**src/rtl/eid_pkg.sv**
```systemverilog
package eid_pkg;
  typedef enum logic [1:0] {
    ST_IDLE = 2'd0,
    ST_SCAN = 2'd1,
    ST_WAIT = 2'd2
  } scan_st_t;
endpackage

```
**src/rtl/eid_req_bank.sv**
```systemverilog
module eid_req_bank #(
  parameter int NSRC = 32
) (
  input  logic            clk,
  input  logic            rst,
  input  logic [NSRC-1:0] set_i,
  input  logic [NSRC-1:0] clr_i,
  output logic [NSRC-1:0] req_o
);
  // a new request wins over a clear in the same cycle
  always_ff @(posedge clk) begin
    if (rst) req_o <= '0;
    else     req_o <= (req_o & ~clr_i) | set_i;
  end

  // a pending bit only appears after its set line was high
  p_set_only_r2: assert property (@(posedge clk) disable iff (rst)
    ((req_o & ~$past(req_o) & ~$past(set_i)) == '0));

  // a cleared bit is gone one cycle later unless re-set
  p_clear_r10: assert property (@(posedge clk) disable iff (rst)
    ((clr_i & ~set_i) != '0) |=> ((req_o & $past(clr_i & ~set_i)) == '0));
endmodule

```
**src/rtl/eid_order_tbl.sv**
```systemverilog
module eid_order_tbl #(
  parameter int DEPTH = 32,
  parameter int SRC_W = 5,
  parameter int AW    = 5,
  parameter int PTR_W = 6
) (
  input  logic             clk,
  input  logic             rst,
  input  logic             lock_i,
  input  logic             wr_en_i,
  input  logic [AW-1:0]    wr_addr_i,
  input  logic [SRC_W-1:0] wr_src_i,
  input  logic             wr_vld_i,
  input  logic             len_we_i,
  input  logic [PTR_W-1:0] len_val_i,
  input  logic [AW-1:0]    rd_ptr_i,
  output logic [SRC_W-1:0] rd_src_o,
  output logic             rd_vld_o,
  output logic [PTR_W-1:0] len_o
);
  localparam int EW = SRC_W + 1;

  // slot storage without reset so it maps onto distributed RAM
  logic [EW-1:0] mem [DEPTH];

  always_ff @(posedge clk) begin
    if (wr_en_i && !lock_i) mem[wr_addr_i] <= {wr_vld_i, wr_src_i};
  end

  assign {rd_vld_o, rd_src_o} = mem[rd_ptr_i];

  always_ff @(posedge clk) begin
    if (rst) len_o <= '0;
    else if (len_we_i && !lock_i)
      len_o <= (len_val_i > PTR_W'(DEPTH)) ? PTR_W'(DEPTH) : len_val_i;
  end

  // length cannot move while a scan or result is outstanding
  p_len_locked_r11: assert property (@(posedge clk) disable iff (rst)
    lock_i |=> $stable(len_o));

  // length never exceeds the table depth
  p_len_bound_r8: assert property (@(posedge clk) disable iff (rst)
    len_o <= PTR_W'(DEPTH));
endmodule

```
**src/rtl/eid_scan_fsm.sv**
```systemverilog
module eid_scan_fsm
  import eid_pkg::*;
#(
  parameter int NSRC      = 32,
  parameter int SRC_W     = 5,
  parameter int AW        = 5,
  parameter int PTR_W     = 6,
  parameter int DISP_W    = 6,
  parameter int DISP_BASE = 32,
  parameter int VEC_W     = 5,
  parameter int CORE_VEC  = 4
) (
  input  logic              clk,
  input  logic              rst,
  input  logic [NSRC-1:0]   req_i,
  input  logic [NSRC-1:0]   en_i,
  input  logic              gie_i,
  input  logic              ack_i,
  input  logic [SRC_W-1:0]  rd_src_i,
  input  logic              rd_vld_i,
  input  logic [PTR_W-1:0]  len_i,
  output logic [AW-1:0]     rd_ptr_o,
  output logic              lock_o,
  output logic [NSRC-1:0]   clr_o,
  output logic              irq_o,
  output logic [VEC_W-1:0]  core_vec_o,
  output logic              done_o,
  output logic [DISP_W-1:0] disp_o,
  output logic              spur_o
);
  scan_st_t         st_q;
  logic [PTR_W-1:0] ptr_q;
  logic [NSRC-1:0]  snap_q;
  logic [SRC_W-1:0] hit_q;
  logic [NSRC-1:0]  pend;
  logic             at_end;
  logic             hit;

  assign pend     = req_i & en_i;
  assign at_end   = ptr_q >= len_i;
  assign hit      = rd_vld_i && snap_q[rd_src_i];
  assign rd_ptr_o = ptr_q[AW-1:0];
  assign lock_o   = (st_q != ST_IDLE);

  always_comb begin
    clr_o = '0;
    if (st_q == ST_WAIT && ack_i)
      clr_o = spur_o ? snap_q : (NSRC'(1) << hit_q);
  end

  always_ff @(posedge clk) begin
    if (rst) begin
      st_q       <= ST_IDLE;
      ptr_q      <= '0;
      snap_q     <= '0;
      hit_q      <= '0;
      irq_o      <= 1'b0;
      core_vec_o <= '0;
      done_o     <= 1'b0;
      disp_o     <= '0;
      spur_o     <= 1'b0;
    end else begin
      done_o <= 1'b0;
      case (st_q)
        ST_IDLE: begin
          if (gie_i && (|pend)) begin
            st_q       <= ST_SCAN;
            snap_q     <= pend;
            ptr_q      <= '0;
            irq_o      <= 1'b1;
            core_vec_o <= VEC_W'(CORE_VEC);
            disp_o     <= '0;
            spur_o     <= 1'b0;
          end
        end
        ST_SCAN: begin
          if (at_end) begin
            st_q   <= ST_WAIT;
            done_o <= 1'b1;
            spur_o <= 1'b1;
            disp_o <= '0;
          end else if (hit) begin
            st_q   <= ST_WAIT;
            done_o <= 1'b1;
            spur_o <= 1'b0;
            disp_o <= DISP_W'(DISP_BASE) + DISP_W'(rd_src_i);
            hit_q  <= rd_src_i;
          end else begin
            ptr_q <= ptr_q + 1'b1;
          end
        end
        ST_WAIT: begin
          if (ack_i) begin
            st_q       <= ST_IDLE;
            irq_o      <= 1'b0;
            core_vec_o <= '0;
          end
        end
        default: st_q <= ST_IDLE;
      endcase
    end
  end

  // idle with global enable low never raises the interrupt
  p_gated_r3: assert property (@(posedge clk) disable iff (rst)
    (st_q == ST_IDLE && !gie_i) |=> !irq_o);

  // shared vector number accompanies the interrupt
  p_vec_r5: assert property (@(posedge clk) disable iff (rst)
    irq_o |-> (core_vec_o == VEC_W'(CORE_VEC)));

  // a result is only presented while the interrupt is up
  p_done_irq_r5: assert property (@(posedge clk) disable iff (rst)
    done_o |-> irq_o);

  // a matched result lies in the external dispatch range
  p_range_r6: assert property (@(posedge clk) disable iff (rst)
    (done_o && !spur_o) |-> (disp_o >= DISP_W'(DISP_BASE)));

  // done is a single-cycle pulse
  p_pulse_r7: assert property (@(posedge clk) disable iff (rst)
    done_o |=> !done_o);

  // the snapshot holds once a scan is under way
  p_snap_r9: assert property (@(posedge clk) disable iff (rst)
    (st_q != ST_IDLE) |=> $stable(snap_q));

  // acknowledge of a held result drops the interrupt
  p_ack_r10: assert property (@(posedge clk) disable iff (rst)
    (st_q == ST_WAIT && ack_i) |=> !irq_o);
endmodule

```
**src/rtl/ext_irq_dispatch.sv**
```systemverilog
module ext_irq_dispatch #(
  parameter int NSRC      = 32,
  parameter int DEPTH     = 32,
  parameter int DISP_BASE = 32,
  parameter int VEC_W     = 5,
  parameter int CORE_VEC  = 4,
  localparam int SRC_W    = $clog2(NSRC),
  localparam int AW       = $clog2(DEPTH),
  localparam int PTR_W    = $clog2(DEPTH + 1),
  localparam int DISP_W   = $clog2(DISP_BASE + NSRC)
) (
  input  logic              clk,
  input  logic              rst,
  input  logic [NSRC-1:0]   irq_in,
  input  logic [NSRC-1:0]   src_en,
  input  logic              gie,
  input  logic              ack,
  input  logic              tbl_we,
  input  logic [AW-1:0]     tbl_addr,
  input  logic [SRC_W-1:0]  tbl_src,
  input  logic              tbl_vld,
  input  logic              len_we,
  input  logic [PTR_W-1:0]  len_val,
  output logic              irq_out,
  output logic [VEC_W-1:0]  core_vec,
  output logic              done,
  output logic [DISP_W-1:0] disp_num,
  output logic              spurious
);
  logic [NSRC-1:0]  req;
  logic [NSRC-1:0]  clr;
  logic             lock;
  logic [AW-1:0]    rd_ptr;
  logic [SRC_W-1:0] rd_src;
  logic             rd_vld;
  logic [PTR_W-1:0] scan_len;

  eid_req_bank #(.NSRC(NSRC)) u_req (
    .clk   (clk),
    .rst   (rst),
    .set_i (irq_in),
    .clr_i (clr),
    .req_o (req)
  );

  eid_order_tbl #(
    .DEPTH (DEPTH),
    .SRC_W (SRC_W),
    .AW    (AW),
    .PTR_W (PTR_W)
  ) u_tbl (
    .clk       (clk),
    .rst       (rst),
    .lock_i    (lock),
    .wr_en_i   (tbl_we),
    .wr_addr_i (tbl_addr),
    .wr_src_i  (tbl_src),
    .wr_vld_i  (tbl_vld),
    .len_we_i  (len_we),
    .len_val_i (len_val),
    .rd_ptr_i  (rd_ptr),
    .rd_src_o  (rd_src),
    .rd_vld_o  (rd_vld),
    .len_o     (scan_len)
  );

  eid_scan_fsm #(
    .NSRC      (NSRC),
    .SRC_W     (SRC_W),
    .AW        (AW),
    .PTR_W     (PTR_W),
    .DISP_W    (DISP_W),
    .DISP_BASE (DISP_BASE),
    .VEC_W     (VEC_W),
    .CORE_VEC  (CORE_VEC)
  ) u_fsm (
    .clk        (clk),
    .rst        (rst),
    .req_i      (req),
    .en_i       (src_en),
    .gie_i      (gie),
    .ack_i      (ack),
    .rd_src_i   (rd_src),
    .rd_vld_i   (rd_vld),
    .len_i      (scan_len),
    .rd_ptr_o   (rd_ptr),
    .lock_o     (lock),
    .clr_o      (clr),
    .irq_o      (irq_out),
    .core_vec_o (core_vec),
    .done_o     (done),
    .disp_o     (disp_num),
    .spur_o     (spurious)
  );
endmodule

```
**config.mk**
```make
export PLATFORM = sky130hd
export DESIGN_NAME = ext_irq_dispatch
export DESIGN_NICKNAME = d
export VERILOG_FILES = /design/src/rtl/eid_pkg.sv /design/src/rtl/eid_req_bank.sv /design/src/rtl/eid_order_tbl.sv /design/src/rtl/eid_scan_fsm.sv /design/src/rtl/ext_irq_dispatch.sv
export SDC_FILE = /design/constraint.sdc
export NUM_CORES = 1
export LEC_CHECK = 0
export ABC_CLOCK_PERIOD_IN_PS = 5340
export BUFFER_PORTS_ARGS = -buffer_cell sky130_fd_sc_hd__buf_2
export CAP_MARGIN = 20
export CORE_UTILIZATION = 28
export CTS_CLUSTER_SIZE = 16
export DETAILED_ROUTE_END_ITERATION = 10
export PLACE_DENSITY = 0.46
export SLEW_MARGIN = 20
export SYNTH_ARGS = -nofsm -noshare
export SYNTH_HDL_FRONTEND = slang
export SYNTH_SLANG_ARGS = --single-unit
```
**constraint.sdc**
```tcl
create_clock -name clk -period 5.34 [get_ports clk]
set_input_delay 1.068 -clock clk [delete_from_list [all_inputs] [get_ports clk]]
set_output_delay 1.068 -clock clk [all_outputs]
set_load 0.005 [all_outputs]
```
# --- Word level (Yosys, flattened, before mapping) ---
# Memories as Yosys holds them, arrays and structs flattened. A register that Yosys moved wholly into a read port is not among the register bits.
# Index checks and enable logic that the tools add are counted.
classes:
  magnitude_cmp: 3
  n_shift: 1
  reduce_logical: 18
  muxes: 33
  bitwise_logic: 6
  eq_ne: 7
  n_addsub: 2
ops:
  columns: ["operator", "count"]
  rows:
  - ["AND 32 bit", 2]
  - ["2-to-1 mux 32 bit", 2]
  - ["2-to-1 mux 6 bit", 6]
  - ["NOT 32 bit", 1]
  - ["bitwise OR 32 bit", 1]
  - ["OR reduction 32 bit", 1]
  - ["left shift 1 x 5 -> 32 bit (first input constant)", 1]
  - ["one-hot mux 6 bit (2 select lines)", 2]
  - ["2-to-1 mux 5 bit", 4]
  - ["AND reduction 3 bit", 4]
  - ["2-to-1 mux 1 bit", 10]
  - ["one-hot mux 5 bit (2 select lines)", 1]
  - ["2-to-1 mux 2 bit", 4]
  - ["adder 6 x 1 -> 6 bit (second input constant)", 1]
  - ["adder 6 x 5 -> 6 bit (first input constant)", 1]
  - ["greater-or-equal comparator 6 bit", 1]
  - ["> comparator 6 bit (second input constant)", 1]
  - ["less-than comparator 5 x 6 -> 1 bit (second input constant)", 1]
  - ["!= test 2 bit (second input constant)", 3]
  - ["one-hot mux 2 bit (3 select lines)", 1]
  - ["nonzero test 2 bit", 3]
  - ["binary-select mux 1 bit (select 5 bit)", 1]
  - ["logical AND 1 bit", 5]
  - ["one-hot mux 1 bit (2 select lines)", 2]
  - ["other kinds (10)", 11]
totals:
  elab_cells: 82
  mem_bits_rw: 192
  n_memories: 1
  register_bits: 97
  out_inout_bits: 14
  inputBits: 87
memory_table:
  columns: ["name", "words", "word_bits", "rd", "rd_ports_with_merged_regs", "write_ports", "line_no", "source"]
  rows:
  - ["u_tbl.mem", 32, 6, 1, 1, 1, "eid_order_tbl.sv:24", "logic [EW-1:0] mem [DEPTH];"]

# --- Longest topological paths before layout ---
depth:
  depth_word: 8
  ltp_mapped: 14
  ltp_nobuf: 13

# --- Hierarchy ---
# From an unflattened synthesis, not the netlist that was laid out.
unflattened:
  hier_cells: 892
  hier_area_um2: 12218.0
by_module_without_submodules:
  columns: ["mod", "seq_area_each_um2", "cells_per_inst", "instances", "area_each_um2"]
  rows:
  - ["eid_order_tbl", 5885.6, 345, 1, 7708.6]
  - ["eid_scan_fsm", 1081.0, 416, 1, 3354.5]
  - ["eid_req_bank", 640.6, 131, 1, 1154.9]

# --- Worst setup path after synthesis ---
# OpenSTA, ideal clock, no wires.
synth_timing:
  path_kind: "register -> register"
  startpoint: "reg with a tool-made name"
  endpoint: "reg u_fsm.hit_q[1]"
  setup_slack_ns: 2.209
  stages_incl_launch_ff: 15
  path_buffers: 3
  t_arrival_ns: 3.009
  cell_sequence: "dfxtp_1 > buf_2 > buf_4 > mux2i_1 > a22oi_1 > and3_1 > a31oi_2 > nand2_2 > mux2i_1 > a22o_1 > o211ai_1 > nand4_1 > nand2b_4 > buf_6 > mux2_4"
synth_lines:
  columns: ["element", "line_no", "source"]
  rows:
  - ["to (signal assigned)", "eid_scan_fsm.sv:87", "hit_q <= rd_src_i;"]
  - ["to (decl)", "eid_scan_fsm.sv:34", "logic [SRC_W-1:0] hit_q;"]

==> flow_metrics.tcl <==
set metrics [dict create \
    grt_pass1_wl_um 47500 \
    root_buffer "clkbuf_16" \
    hold_viol 0 \
    avgSynthCellArea_um2 13.04 \
    utilization_pct 33.09 \
    overflow 0 \
    yosys_warnings 0 \
    die_y_um 211.1 \
    postCtsSetupRepairBufs 0 \
    rsz0062_at_grt "false" \
    critPathRequiredTime_ns 5.74 \
    fin_tns_setup_ns 0 \
    setup_ws_ns 0.9969 \
    pre_cts_ws_ns 1.089 \
    drv_cap 0 \
    diodes 0 \
    track_usage_pct 13.96 \
    syn_area_mm2 0.01225 \
    tightest_slew_ns 1.055 \
    layout-drive-gt1-share_pct 20.25 \
    cts_hold_buffers 0 \
    ys_ff_latch 289 \
    yosysSeqAreaShare_pct 62.93 \
    skew_ns 0.02297 \
    final_common_cell "edfxtp_1" \
    min_period_over_period_pct 81.33 \
    hpwlAfterDp_um 21620 \
    p_per_area_mw_per_mm2 333.1 \
    core_area_mm2 0.04308 \
    start_util_pct 28.43 \
    clockBufferDepth 3 \
    synth_edf_count 192 \
    path_class "flip-flop to flip-flop" \
    ys.flop_type "edfxtp_1" \
    ir_drop_v 0.0002259 \
    worstSkewPairLatency_ns 0.58 \
    portBuffers 96 \
    drc 0 \
    dr.pass1.iters 5 \
    slew_violations 0 \
    grt_start_max_net_pins 98 \
    routed_wl_um 31150 \
    fin_hold_ws_ns 0.4706 \
    ys_types 54 \
    fp-row-count 76 \
    antenna_found_initial 0 \
    first_global_vias 7846 \
    fmax_ghz 0.2303 \
    synthArstFlopShare_pct 0 \
    area_growth_pct 16.39 \
    cts_tree "built" \
    vias_per_cell 4.758 \
    slew_headroom_pct 29.65 \
    cts.sinks 289 \
    period_needed_ns 4.343 \
    dieArea_mm2 0.04458 \
    drt_iter0_markers 644 \
    end_kind "flip-flop" \
    finalSetupViolations 0 \
    p_leak_nw 4.786 \
    fin_nets 1127 \
    syn_inst 939 \
    fin_total_pwr_mw 4.749 \
    cts_buffers 30 \
    worstPathArrival_ns 4.75 \
    clk_pin_slew_ns 0.06 \
    start_kind "flip-flop" \
    io_pins 101 \
    status "completed" \
    cts_max_level 1 \
    cts_resized 0 \
    final_antenna_net_count 0 \
    vias 7812 \
    cp_max_fo 14 \
    routabilityCongestion 0.7753 \
    min_path_type "flip-flop to flip-flop" \
    avgRoutedWirePerCell_um 18.97 \
    final_cell_mix "edfxtp_1, a21oi_1, dfxtp_1, buf_2, nor2_1" \
    die_x_um 211.1 \
]
Yosys cell counts, types with 3 or more instances:
library cell	instances	area, um2
o21ai_0	42	210.2
mux4_2	39	878.3
mux4_1	7	183.9
ha_1	7	87.58
inv_1	42	157.7
or3_1	7	43.79
a21oi_1	110	550.5
a21boi_1	3	22.52
clkbuf_1	25	93.84
nand2b_1	11	68.82
nand2_1	57	214.0
buf_6	3	33.78
nand4_1	7	43.79
nand3b_1	6	45.04
a221oi_1	5	43.79
a22oi_1	14	105.1
buf_2	7	35.03
a31o_2	4	35.03
dfxtp_1	97	1942
edfxtp_1	192	5766
nand3_1	49	245.2
and2_1	4	25.02
mux2_2	6	67.56
a211oi_1	5	37.54
mux2i_1	36	360.4
and3_1	6	37.54
nor2_1	71	266.5
nor3b_1	5	37.54
a22o_1	7	61.31
buf_4	12	90.09
nor2b_1	10	62.56
o32ai_1	4	35.03
a211o_1	3	26.28
nor3_1	8	40.04
metrics by stage:
step	cells	instance area, um2
after detailed placement	1586	13310
after floorplan	942	12260
after global routing	1642	14250
final	1642	14250
after global placement	1586	13310
after CTS	1642	14250
state kept, by name, indices dropped and copies added, names as in the netlist, named ones only:
name and cells:
u_fsm.ptr_q 6, u_tbl.mem 192, u_fsm.snap_q 32, u_fsm.irq_o 1, u_tbl.len_o 6, u_fsm.st_q 2, u_fsm.spur_o 1, u_req.req_o 32
u_fsm.hit_q 5, u_fsm.disp_o 6, u_fsm.done_o 1
path summary, 6_finish.rpt:
path | start | cells after the start | to | slack [ns]
hold / removal | u_tbl.len_o[5] | 2 | u_tbl.len_o[5] | 0.47
setup reg to reg | flip-flop | 11 | u_fsm.spur_o | 1.0
setup / recovery | flip-flop | 11 | u_fsm.spur_o | 1.0
hold reg to reg | u_tbl.len_o[5] | 2 | u_tbl.len_o[5] | 0.47
critical path: stages (launching register included):
cell and delay, ns:
dfxtp_1 0.71, nor2b_1 0.42, a22oi_1 0.11, and3_1 0.23, a31oi_2 0.44, nand2_2 0.33, mux2i_1 0.21, a22o_1 0.25
o211ai_1 0.18, nand4_1 0.56, a2111oi_0 0.62, nor3_1 0.10
logic make-up after synthesis:
kind of cell | share of synthesized area, %
simple gates | 9.767
mux | 12.78
compound gates | 10.18
fa+ha+maj | 0.7151
buf+inv | 3.596
flops | 62.93
other cells | 0.03062
report_power, final:
| group | switching [mW] | internal (mW) |
|---|---|---|
| clock | 0.864 | 1.16 |
| combinational | 0.174 | 0.0977 |
| sequential | 0.0300 | 2.43 |
routing by layer:
layer / vias up / track usage [%] / share of wire, %
met5: - / 0 / 0
met4: 0 / 3.448 / 2.0
met2: 175 / 22.13 / 46
met1: 3856 / 19.79 / 48
met3: 48 / 2.334 / 4.5
li1: 3733 / - / -
layout make-up:
cell class | instances | area [um2]
Fill cell | 4276 | 28820
Sequential cell | 289 | 7710
Multi-Input combinational cell | 562 | 4110
Clock buffer | 40 | 808.3
Tap cell | 585 | 732.0
Timing Repair Buffer | 108 | 598.1
Inverter | 42 | 157.7
Clock inverter | 16 | 137.6
Note: power is estimated with default switching activity, not from simulation.
